$ cat src/rtl/i2c_slv_pkg.sv
package i2c_slv_pkg;
  localparam int BYTE_W = 8;
  localparam int DEV_W  = 7;

  typedef enum logic [2:0] {
    ST_IDLE,
    ST_RX,
    ST_ACK,
    ST_LOAD,
    ST_TX,
    ST_MACK,
    ST_MWAIT
  } slv_state_e;

  typedef enum logic [1:0] {
    K_DEV,
    K_PTR,
    K_DATA
  } rx_kind_e;
endpackage

$ cat src/rtl/i2c_pin_sync.sv
module i2c_pin_sync #(
  parameter int STAGES = 2
) (
  input  logic clk,
  input  logic rst_n,
  input  logic d,
  output logic q
);
  logic [STAGES-1:0] chain;

  // idle bus is high, so the chain resets high
  always_ff @(posedge clk or negedge rst_n) begin
    if (!rst_n) chain <= '1;
    else        chain <= {chain[STAGES-2:0], d};
  end

  assign q = chain[STAGES-1];
endmodule

$ cat src/rtl/i2c_cond_detect.sv
module i2c_cond_detect #(
  parameter int SYNC_STAGES = 2
) (
  input  logic clk,
  input  logic rst_n,
  input  logic scl_i,
  input  logic sda_i,
  output logic sda_s,
  output logic scl_rise,
  output logic scl_fall,
  output logic bus_start,
  output logic bus_stop
);
  localparam int NPIN = 2;

  logic [NPIN-1:0] raw, syn, prev;

  assign raw = {sda_i, scl_i};

  for (genvar p = 0; p < NPIN; p++) begin : g_pin
    i2c_pin_sync #(.STAGES(SYNC_STAGES)) u_sync (
      .clk  (clk),
      .rst_n(rst_n),
      .d    (raw[p]),
      .q    (syn[p])
    );
  end

  always_ff @(posedge clk or negedge rst_n) begin
    if (!rst_n) prev <= '1;
    else        prev <= syn;
  end

  logic scl_now, scl_was, sda_now, sda_was;
  assign scl_now = syn[0];
  assign scl_was = prev[0];
  assign sda_now = syn[1];
  assign sda_was = prev[1];

  assign sda_s     = sda_now;
  assign scl_rise  = scl_now & ~scl_was;
  assign scl_fall  = ~scl_now & scl_was;
  assign bus_start = scl_now & scl_was & sda_was & ~sda_now;
  assign bus_stop  = scl_now & scl_was & ~sda_was & sda_now;
endmodule

$ cat src/rtl/i2c_slv_engine.sv
module i2c_slv_engine
  import i2c_slv_pkg::*;
#(
  parameter logic [DEV_W-1:0] ADDR_LO = 7'h1C,
  parameter logic [DEV_W-1:0] ADDR_HI = 7'h1D
) (
  input  logic              clk,
  input  logic              rst_n,
  input  logic              sda_s,
  input  logic              scl_rise,
  input  logic              scl_fall,
  input  logic              bus_start,
  input  logic              bus_stop,
  input  logic              addr_sel,
  output logic              sda_o,
  output logic [BYTE_W-1:0] reg_addr,
  output logic [BYTE_W-1:0] reg_wdata,
  output logic              reg_we,
  input  logic [BYTE_W-1:0] reg_rdata,
  output logic              reg_re
);
  localparam int CNT_W = $clog2(BYTE_W);
  localparam logic [CNT_W-1:0] LAST_BIT = CNT_W'(BYTE_W - 1);

  slv_state_e        state;
  rx_kind_e          kind;
  logic [CNT_W-1:0]  cnt;
  logic              done;
  logic [BYTE_W-1:0] rx_sh;
  logic [BYTE_W-1:0] tx_sh;
  logic [BYTE_W-1:0] ptr;
  logic              rd_mode;
  logic              drv_q;
  logic              we_q;
  logic [BYTE_W-1:0] wdata_q;
  logic [DEV_W-1:0]  own_addr;
  logic              load_now;

  assign own_addr = addr_sel ? ADDR_HI : ADDR_LO;
  assign load_now = (state == ST_LOAD) && !bus_start && !bus_stop;

  always_ff @(posedge clk or negedge rst_n) begin
    if (!rst_n) begin
      state   <= ST_IDLE;
      kind    <= K_DEV;
      cnt     <= '0;
      done    <= 1'b0;
      rx_sh   <= '0;
      tx_sh   <= '0;
      ptr     <= '0;
      rd_mode <= 1'b0;
      drv_q   <= 1'b1;
      we_q    <= 1'b0;
      wdata_q <= '0;
    end else begin
      we_q <= 1'b0;
      // pointer moves the cycle after the write strobe, so the strobe sees the old value
      if (we_q) ptr <= ptr + 1'b1;

      if (bus_start) begin
        state <= ST_RX;
        kind  <= K_DEV;
        cnt   <= '0;
        done  <= 1'b0;
        drv_q <= 1'b1;
      end else if (bus_stop) begin
        state <= ST_IDLE;
        done  <= 1'b0;
        drv_q <= 1'b1;
      end else begin
        unique case (state)
          ST_RX: begin
            if (scl_rise && !done) begin
              rx_sh <= {rx_sh[BYTE_W-2:0], sda_s};
              cnt   <= cnt + 1'b1;
              if (cnt == LAST_BIT) done <= 1'b1;
            end else if (scl_fall && done) begin
              done <= 1'b0;
              cnt  <= '0;
              unique case (kind)
                K_DEV: begin
                  if (rx_sh[BYTE_W-1:1] == own_addr) begin
                    rd_mode <= rx_sh[0];
                    drv_q   <= 1'b0;
                    state   <= ST_ACK;
                  end else begin
                    state <= ST_IDLE;
                  end
                end
                K_PTR: begin
                  ptr   <= rx_sh;
                  drv_q <= 1'b0;
                  state <= ST_ACK;
                end
                default: begin
                  we_q    <= 1'b1;
                  wdata_q <= rx_sh;
                  drv_q   <= 1'b0;
                  state   <= ST_ACK;
                end
              endcase
            end
          end
          ST_ACK: begin
            if (scl_fall) begin
              drv_q <= 1'b1;
              if (kind == K_DEV && rd_mode) begin
                state <= ST_LOAD;
              end else begin
                state <= ST_RX;
                kind  <= (kind == K_DEV) ? K_PTR : K_DATA;
              end
            end
          end
          ST_LOAD: begin
            tx_sh <= {reg_rdata[BYTE_W-2:0], 1'b0};
            drv_q <= reg_rdata[BYTE_W-1];
            ptr   <= ptr + 1'b1;
            cnt   <= '0;
            state <= ST_TX;
          end
          ST_TX: begin
            if (scl_fall) begin
              if (cnt == LAST_BIT) begin
                drv_q <= 1'b1;
                cnt   <= '0;
                state <= ST_MACK;
              end else begin
                drv_q <= tx_sh[BYTE_W-1];
                tx_sh <= {tx_sh[BYTE_W-2:0], 1'b0};
                cnt   <= cnt + 1'b1;
              end
            end
          end
          ST_MACK: begin
            if (scl_rise) state <= sda_s ? ST_IDLE : ST_MWAIT;
          end
          ST_MWAIT: begin
            if (scl_fall) state <= ST_LOAD;
          end
          default: state <= ST_IDLE;
        endcase
      end
    end
  end

  assign sda_o     = drv_q;
  assign reg_addr  = ptr;
  assign reg_wdata = wdata_q;
  assign reg_we    = we_q;
  assign reg_re    = load_now;
endmodule

$ cat src/rtl/i2c_reg_slave.sv
module i2c_reg_slave
  import i2c_slv_pkg::*;
#(
  parameter int               SYNC_STAGES = 2,
  parameter logic [DEV_W-1:0] ADDR_LO     = 7'h1C,
  parameter logic [DEV_W-1:0] ADDR_HI     = 7'h1D
) (
  input  logic       clk,
  input  logic       rst_n,
  input  logic       scl_i,
  input  logic       sda_i,
  output logic       sda_o,
  input  logic       addr_sel,
  output logic [7:0] reg_addr,
  output logic [7:0] reg_wdata,
  output logic       reg_we,
  input  logic [7:0] reg_rdata,
  output logic       reg_re
);
  logic sda_s, scl_rise, scl_fall, bus_start, bus_stop;

  i2c_cond_detect #(.SYNC_STAGES(SYNC_STAGES)) u_cond (
    .clk      (clk),
    .rst_n    (rst_n),
    .scl_i    (scl_i),
    .sda_i    (sda_i),
    .sda_s    (sda_s),
    .scl_rise (scl_rise),
    .scl_fall (scl_fall),
    .bus_start(bus_start),
    .bus_stop (bus_stop)
  );

  i2c_slv_engine #(.ADDR_LO(ADDR_LO), .ADDR_HI(ADDR_HI)) u_eng (
    .clk      (clk),
    .rst_n    (rst_n),
    .sda_s    (sda_s),
    .scl_rise (scl_rise),
    .scl_fall (scl_fall),
    .bus_start(bus_start),
    .bus_stop (bus_stop),
    .addr_sel (addr_sel),
    .sda_o    (sda_o),
    .reg_addr (reg_addr),
    .reg_wdata(reg_wdata),
    .reg_we   (reg_we),
    .reg_rdata(reg_rdata),
    .reg_re   (reg_re)
  );
endmodule

$ cat config.mk
export PLATFORM = sky130hd
export DESIGN_NAME = i2c_reg_slave
export DESIGN_NICKNAME = d
export VERILOG_FILES = /design/src/rtl/i2c_slv_pkg.sv /design/src/rtl/i2c_pin_sync.sv /design/src/rtl/i2c_cond_detect.sv /design/src/rtl/i2c_slv_engine.sv /design/src/rtl/i2c_reg_slave.sv
export SDC_FILE = /design/constraint.sdc
export NUM_CORES = 1
export LEC_CHECK = 0
export ABC_AREA = 1
export BUFFER_PORTS_ARGS = -buffer_cell sky130_fd_sc_hd__buf_2
export CORE_ASPECT_RATIO = 2
export CORE_MARGIN = 2
export CORE_UTILIZATION = 50
export CTS_CLUSTER_SIZE = 40
export DETAILED_ROUTE_END_ITERATION = 12
export HOLD_SLACK_MARGIN = 0.12
export PLACE_DENSITY_LB_ADDON = 0.2
export SLEW_MARGIN = 20
export SYNTH_ARGS = -nofsm -noshare
export SYNTH_HDL_FRONTEND = slang
export SYNTH_HIERARCHICAL = 1
export SYNTH_SLANG_ARGS = --single-unit
$ cat constraint.sdc
create_clock -name clk -period 1.6 [get_ports clk]
set_input_delay 0.08 -clock clk [delete_from_list [all_inputs] [get_ports clk]]
set_output_delay 0.08 -clock clk [all_outputs]
set_load 0.02 [all_outputs]
==> reports/results.txt, run 1 <==
Syn nets - 358
Drt total wl - 7886 microns
Max_slew headroom - 0.6306
Initial Util - 0.5170
Setup TNS - -5889 ps
Worst R2R Setup Slack - -250 ps
CP arrival - 2050 ps
Largest stage delay, worst path - 560 ps
LEAKAGE - 1.852 nW
Reg clk slew, reported paths - 90 ps
Vias in the first global route - 2,653
Nets - 452
Clk sink count - 49
Hold WC Path Type - input port to flop
Gr ovfl total - 0
Max-Cap Viols - 0
Most frequent cells in the layout - nand2_1 (80), dfrtp_1 (40), buf_4 (37)
Buf/Inv on CP - 3
Die Wd - 55.31 microns
Synth cell types - 34
Slowest CP cell - dfstp_2
CP Launch Type - flop
Area Growth Syn to Fin - 44.53%
Die Span Y - 106.6 microns
Synth Flop Type - dfrtp_1
Drt first pass iters - 4
Failing checks - setup timing
ANT cells - 0
WP depth - 10
Post-synth EDFFs - 0
Worst r2r src - u_cond/g_pin[1].u_sync/chain[1]$_DFF_PN1_
Htree depth - 2
Final worst path period share - 1.155
CP delay by family, top - simple AND/OR/NAND/NOR gates
# DRC - 0
Initial antenna violation count - 0
Critical path destination - u_eng/reg_wdata[0]$_DFFE_PN0P_
Die area - 0.005897 sq mm
Core Box Area - 0.005092 sq mm
Post-place setup slack - -160.7 ps
Deepest clock path buffer count - 2
Clock buffer count from CTS - 5
Data required time of the worst path - 1800 ps
Crit path cell chain - inv_2 > nand2_2 > nor2_4 > nor2_4 > inv_4 > nor3_4 > buf_4 > nand2_4 > nand2_1 > o21ai_1
GR peak layer - met2
First-pass GRT wire length - 11,990 microns
Crit Path Category - flop to flop
Commonest non-fill, non-tap cell in the layout - nand2_1
Setup WS post-layout - -248.3 ps
Crit path launch - u_cond/g_pin[1].u_sync/chain[1]$_DFF_PN1_
RePlAce Congestion - 0.9197
Drt via density - 5.596
Dpl hpwl - 5080 microns
Slew @ Worst Pin - 554.1 ps
CTS tree - yes
Fmax - 541.0 MHz
Placement Rows - 37
Clock latency at the later pin of the worst-skew pair - 320 ps
PwrDens - 1027 mW/mm^2
Post-DRT Antenna Nets - 0
Peak supply drop - 1022 uV
Syn Area/Cell - 7.697 sq um
Worst Hold Slack - 200.8 ps
Worst Clk Skew - 6.089 ps
Slew Limit Fails - 0
Pin count of the biggest net entering global routing - 29
RSZ-0062 raised after global routing - true
Post-Syn Instances - 342
GR Util met2 - 0.5000
Sequential area share after synthesis - 0.4691
Total number of vias - 2,770
Reg2Reg Depth - 10
CP max FO - 9
Synth Cell Area - 0.002633 sq mm
Post-layout minimum cycle time - 1848 ps
R2R Path End - u_eng/reg_wdata[0]$_DFFE_PN0P_
GR Util met1 - 0.2452
Hold Vio Cnt, Final - 0
Gr usage total - 0.2642
Yosys Warn Count - 6
I/O pin count - 32
1st-iter DRT viols - 90
Clock root buffer - clkbuf_8
Crit end category - flop
Buffers added on ports - 31
Crit-path most repeated cell - nor2_4
Fraction of layout cells with a size suffix above 1 - 0.4027
Final setup violation count - 39
Global routing usage on met3 - 0.04222
Post-synth ARST share - 1.000
FF+latch count, synth - 49
WL/cell - 15.93 microns
Run status - finished with violations
[flip-flops by register name, summed over array words and instances (netlist names)]
| name | cells |
|---|---|
| u_eng/state | 3 |
| u_eng/sda_o | 1 |
| u_eng/tx_sh | 7 |
| u_eng/cnt | 3 |
| u_cond/prev | 2 |
| u_cond/g_pin.u_sync/chain | 4 |
| u_eng/reg_wdata | 8 |
| u_eng/rx_sh | 8 |
| u_eng/reg_we | 1 |
| u_eng/done | 1 |
| u_eng/reg_addr | 8 |
| u_eng/kind | 2 |
| u_eng/rd_mode | 1 |
[synthesized netlist by cell type (4+ instances only)]
master	instances	area (sq um)
nor2_2	6	37.54
inv_1	44	165.2
a21oi_1	5	25.02
o211ai_1	8	60.06
o21ai_0	30	150.1
inv_2	4	15.01
xor2_1	4	35.03
nor2_1	28	105.1
nand3_1	18	90.09
dfstp_2	7	183.9
nand2_1	96	360.4
dfrtp_1	42	1051
o21ai_1	16	80.08
[cell families (layout without fill, tap and decap cells)]
logic type,after synthesis,after routing,share of synthesized area
and+or+nand+nor,161,163,0.2624
adders and majority gates,3,3,0.01426
AOI/OAI and AO/OA,70,70,0.1554
xor gates and xnor gates,4,4,0.01331
DFF,49,49,0.4691
buffers and inverters,55,148,0.08555
[layer usage]
| layer | wire length [microns] | vias to the layer above |
|---|---|---|
| met5 | 0 | - |
| met4 | 631 | 0 |
| met3 | 276 | 47 |
| met2 | 4345 | 100 |
| met1 | 2633 | 1326 |
| li1 | - | 1297 |
[metrics by stage]
stage | total power [mW] | util | instance area (sq um) | std cells
6_report | 3.907 | 0.7472 | 3805 | 495
5_1_grt | 4.132 | 0.7472 | 3805 | 495
4_1_cts | 3.758 | 0.6995 | 3562 | 488
3_5_place_dp | 2.664 | 0.6130 | 3122 | 460
3_3_place_gp | 2.629 | 0.6130 | 3122 | 460
2_1_floorplan | 2.254 | - | 2654 | 342
[timing repair]
action                                 in CTS  in global routing
hold buffers                               10                  0
buffers inserted                            9                  8
setup endpoints to repair                  42                 44
gates cloned                                2                  0
pin swaps                                  15                 18
endpoints found under the hold margin      30                  0
gates resized for setup                    49                 66
[power by group]
part / switching, mW / internal (mW) / leakage (nW)
combinational: 0.814 / 0.529 / 1.16
clock: 0.434 / 0.508 / 0.0574
sequential: 0.153 / 1.47 / 0.633
total: 1.40 / 2.51 / 1.85
[final cells by class]
| class | count | area, sq um |
|---|---|---|
| clock buffer | 6 | 82.58 |
| timing repair buffer | 91 | 703.2 |
| inverter | 49 | 192.7 |
| multi-input combinational | 240 | 1479 |
| sequential | 49 | 1237 |
| tap | 58 | 72.57 |
| clock inverter | 2 | 37.54 |
| fill | 394 | 1287 |
[tightest hold or removal path, cell delays in order]
cell and delay, ps:
buf_2 70, o21ai_0 80, nand3_1 110, nand3_1 80
nand2_1 70
[how the worst min path moves through the flow]
stage / from / endpoint / cells past startpoint
2_1_floorplan: rst_n / u_eng/cnt[0]$_DFFE_PN0P_ / 0
3_3_place_gp: rst_n / u_eng/reg_wdata[6]$_DFFE_PN0P_ / 1
3_5_place_dp: rst_n / u_eng/reg_wdata[6]$_DFFE_PN0P_ / 1
4_1_cts: reg_rdata[7] / u_eng/sda_o$_DFFE_PN1P_ / 5
5_1_grt: reg_rdata[7] / u_eng/sda_o$_DFFE_PN1P_ / 5
6_report: reg_rdata[7] / u_eng/sda_o$_DFFE_PN1P_ / 5
Note: power is estimated with default switching activity, not from simulation.
==> run 2: changes to the inputs <==
PLACE_DENSITY_LB_ADDON = 0.25   (was 0.2)
SKIP_LAST_GASP = 1   (was default)
clock period = 1.65 ns   (was 1.6 ns; I/O delays follow)
==> run 2 against run 1 <==
Compared with the run above: the flow still finishes with violations (setup timing); sequential share of layout area rose by 0.28 points; hold slack improved by 22 ps; global-route usage fell by 0.72 points; total power fell by 11%; die area did not move; sequential cell count did not move; via count fell by 3.4%; non-clock buffer count fell by 4; setup slack improved by 44 ps; count of clock-buffer cells in the layout fell by 1; largest power group unchanged.
==> reports/results.txt, run 2 (synthesis gave the netlist of run 1 again) <==
Run status - finished with violations
Failing checks - setup timing
Drt total wl - 7351 microns
Reg2Reg Depth - 10
Crit path cell chain - inv_1 > nor2_2 > nand2_2 > buf_4 > nor3_4 > nand2_1 > nor2_2 > nand2_1 > o21ai_1 > inv_1
Placement Rows - 37
Crit end category - flop
Buf/Inv on CP - 3
Htree depth - 2
Clock network power share - 0.208
Final setup violation count - 37
LEAKAGE - 1.845 nW
Largest stage delay, worst path - 580 ps
PwrDens - 922.9 mW/mm^2
Initial Util - 0.5170
Hold Vio Cnt, Final - 0
Nets - 448
Pint - 2.179 mW
Slew @ Worst Pin - 513.1 ps
Multi-input gate area - 0.001505 sq mm
Post-place setup slack - -156.0 ps
CP arrival - 2060 ps
FF/Latch Area - 0.001237 sq mm
P_sw - 1.303 mW
Clock latency at the later pin of the worst-skew pair - 310 ps
Clock buffer count from CTS - 5
Hold path depth - 5
Logic pwr share - 0.337
I/O pin count - 32
Most frequent cells in the layout - nand2_1 (67), dfrtp_1 (40), buf_4 (34), inv_1 (34), buf_2 (30)
Die area - 0.005897 sq mm
Worst Hold Slack - 222.7 ps
Deepest clock path buffer count - 2
First-pass GRT wire length - 11,790 microns
Worst R2R Setup Slack - -200 ps
Worst r2r src - u_cond/prev[0]$_DFF_PN1_
Sequential power share - 0.455
Drt via density - 5.452
Post-layout minimum cycle time - 1854 ps
CP max FO - 3
CP Launch Type - flop
Slowest CP cell - dfstp_2
WP depth - 10
Worst Hold Launch - reg_rdata[7]
Max-Cap Viols - 0
Filler cells - 392
Reg clk slew, reported paths - 90 ps
Worst Clk Skew - 4.402 ps
Clk sink count - 49
CTS tree - yes
Die Wd - 55.31 microns
Fmax - 539.3 MHz
Crit Path Category - flop to flop
Vias in the first global route - 2,654
R2R Path End - u_eng/rd_mode$_DFFE_PN0P_
Core Box Area - 0.005092 sq mm
Post-layout util - 0.7408
RSZ-0062 raised after global routing - true
Dpl hpwl - 5060 microns
Gr ovfl total - 0
CP delay by family, top - simple AND/OR/NAND/NOR gates
Post-DRT Antenna Nets - 0
Setup WS post-layout - -204.3 ps
Max_slew headroom - 0.6579
WL/cell - 14.97 microns
Fraction of layout cells with a size suffix above 1 - 0.4180
Area Growth Syn to Fin - 43.30%
Peak supply drop - 827.5 uV
Gr usage total - 0.2570
Sw frac - 0.3742
Final worst path period share - 1.124
Drt first pass iters - 5
RePlAce Congestion - 0.9741
Fin cells - 491
Total number of vias - 2,677
Initial antenna violation count - 0
Pin count of the biggest net entering global routing - 29
1st-iter DRT viols - 85
Clock root buffer - clkbuf_8
# DRC - 0
Die Span Y - 106.6 microns
Hold WC Path Type - input port to flop
Slew Limit Fails - 0
Commonest non-fill, non-tap cell in the layout - nand2_1
Setup TNS - -3312 ps
WHS Endpoint - u_eng/sda_o$_DFFE_PN1P_
ANT cells - 0
Placed Cells incl. Taps - 452
Data required time of the worst path - 1860 ps
Buffers added on ports - 31
run 2: changes by cell type in the layout (fill, tap and decap cells not counted), sizes merged:
| cell | change |
|---|---|
| clkinv | +1 |
| clkinvlp | +1 |
| buf | -4 |
| bufinv | -1 |
| clkbuf | -1 |
run 2: worst max-delay path by stage:
| stage | start | to | slack (ps) |
|---|---|---|---|
| after floorplan | u_cond/g_pin[1].u_sync/chain[1]$_DFF_PN1_ | u_eng/reg_wdata[7]$_DFFE_PN0P_ | 2 |
| after global placement | u_cond/g_pin[1].u_sync/chain[1]$_DFF_PN1_ | u_eng/reg_wdata[1]$_DFFE_PN0P_ | -130 |
| after detailed placement | u_cond/g_pin[1].u_sync/chain[1]$_DFF_PN1_ | u_eng/reg_wdata[1]$_DFFE_PN0P_ | -160 |
| after CTS | u_cond/g_pin[1].u_sync/chain[1]$_DFF_PN1_ | u_eng/tx_sh[7]$_DFFE_PN0P_ | -140 |
| after global routing | u_cond/prev[0]$_DFF_PN1_ | u_eng/rd_mode$_DFFE_PN0P_ | -340 |
| final | u_cond/prev[0]$_DFF_PN1_ | u_eng/rd_mode$_DFFE_PN0P_ | -200 |
run 2: what timing repair did:
action,4_1_cts,5_1_grt
hold buffers,10,0
gates resized for setup,52,73
hold endpoints to repair,30,0
cloned,3,0
endpoints found under the setup margin,37,44
pin swaps,14,28
buffers inserted,9,9
run 2: metal layers:
metal  track usage  part of all wire  vias up
li1              -                 -     1284
met1        0.2560              0.34     1262
met2        0.4702              0.57       97
met3       0.04343             0.035       34
met4        0.1777             0.057        0
met5             0                 0        -
run 2: layout make-up:
type                    instances  share of cell area
inverters                      49             0.05141
flip-flops and latches         49              0.3280
clock buffers                   5             0.01824
repair buffers                 87              0.1784
clock inverters                 3            0.005638
well taps                      58             0.01924
multi-input cells             240              0.3990
run 2: through the flow:
stage,area [sq um],power [mW]
after floorplan,2638,2.180
after global placement,3049,2.476
after detailed placement,3049,2.510
after CTS,3503,3.347
after global routing,3772,3.716
final,3772,3.481
run 2: power by group through the flow:
| stage | logic, mW | clock network [mW] | registers, mW |
|---|---|---|---|
| CTS | 1.04 | 0.745 | 1.56 |
| detailed placement | 0.928 | 0 | 1.58 |
| global route | 1.30 | 0.806 | 1.61 |
| global placement | 0.902 | 0 | 1.57 |
| floorplan | 0.593 | 0 | 1.59 |
| finish | 1.17 | 0.723 | 1.59 |
run 2: worst reg2reg max path, stage by stage (launching register included):
cell and delay [ps]:
dfstp_2 580, inv_1 60, nor2_2 150, nand2_2 100
buf_4 170, nor3_4 240, nand2_1 130, nor2_2 120
nand2_1 60, o21ai_1 80, inv_1 60
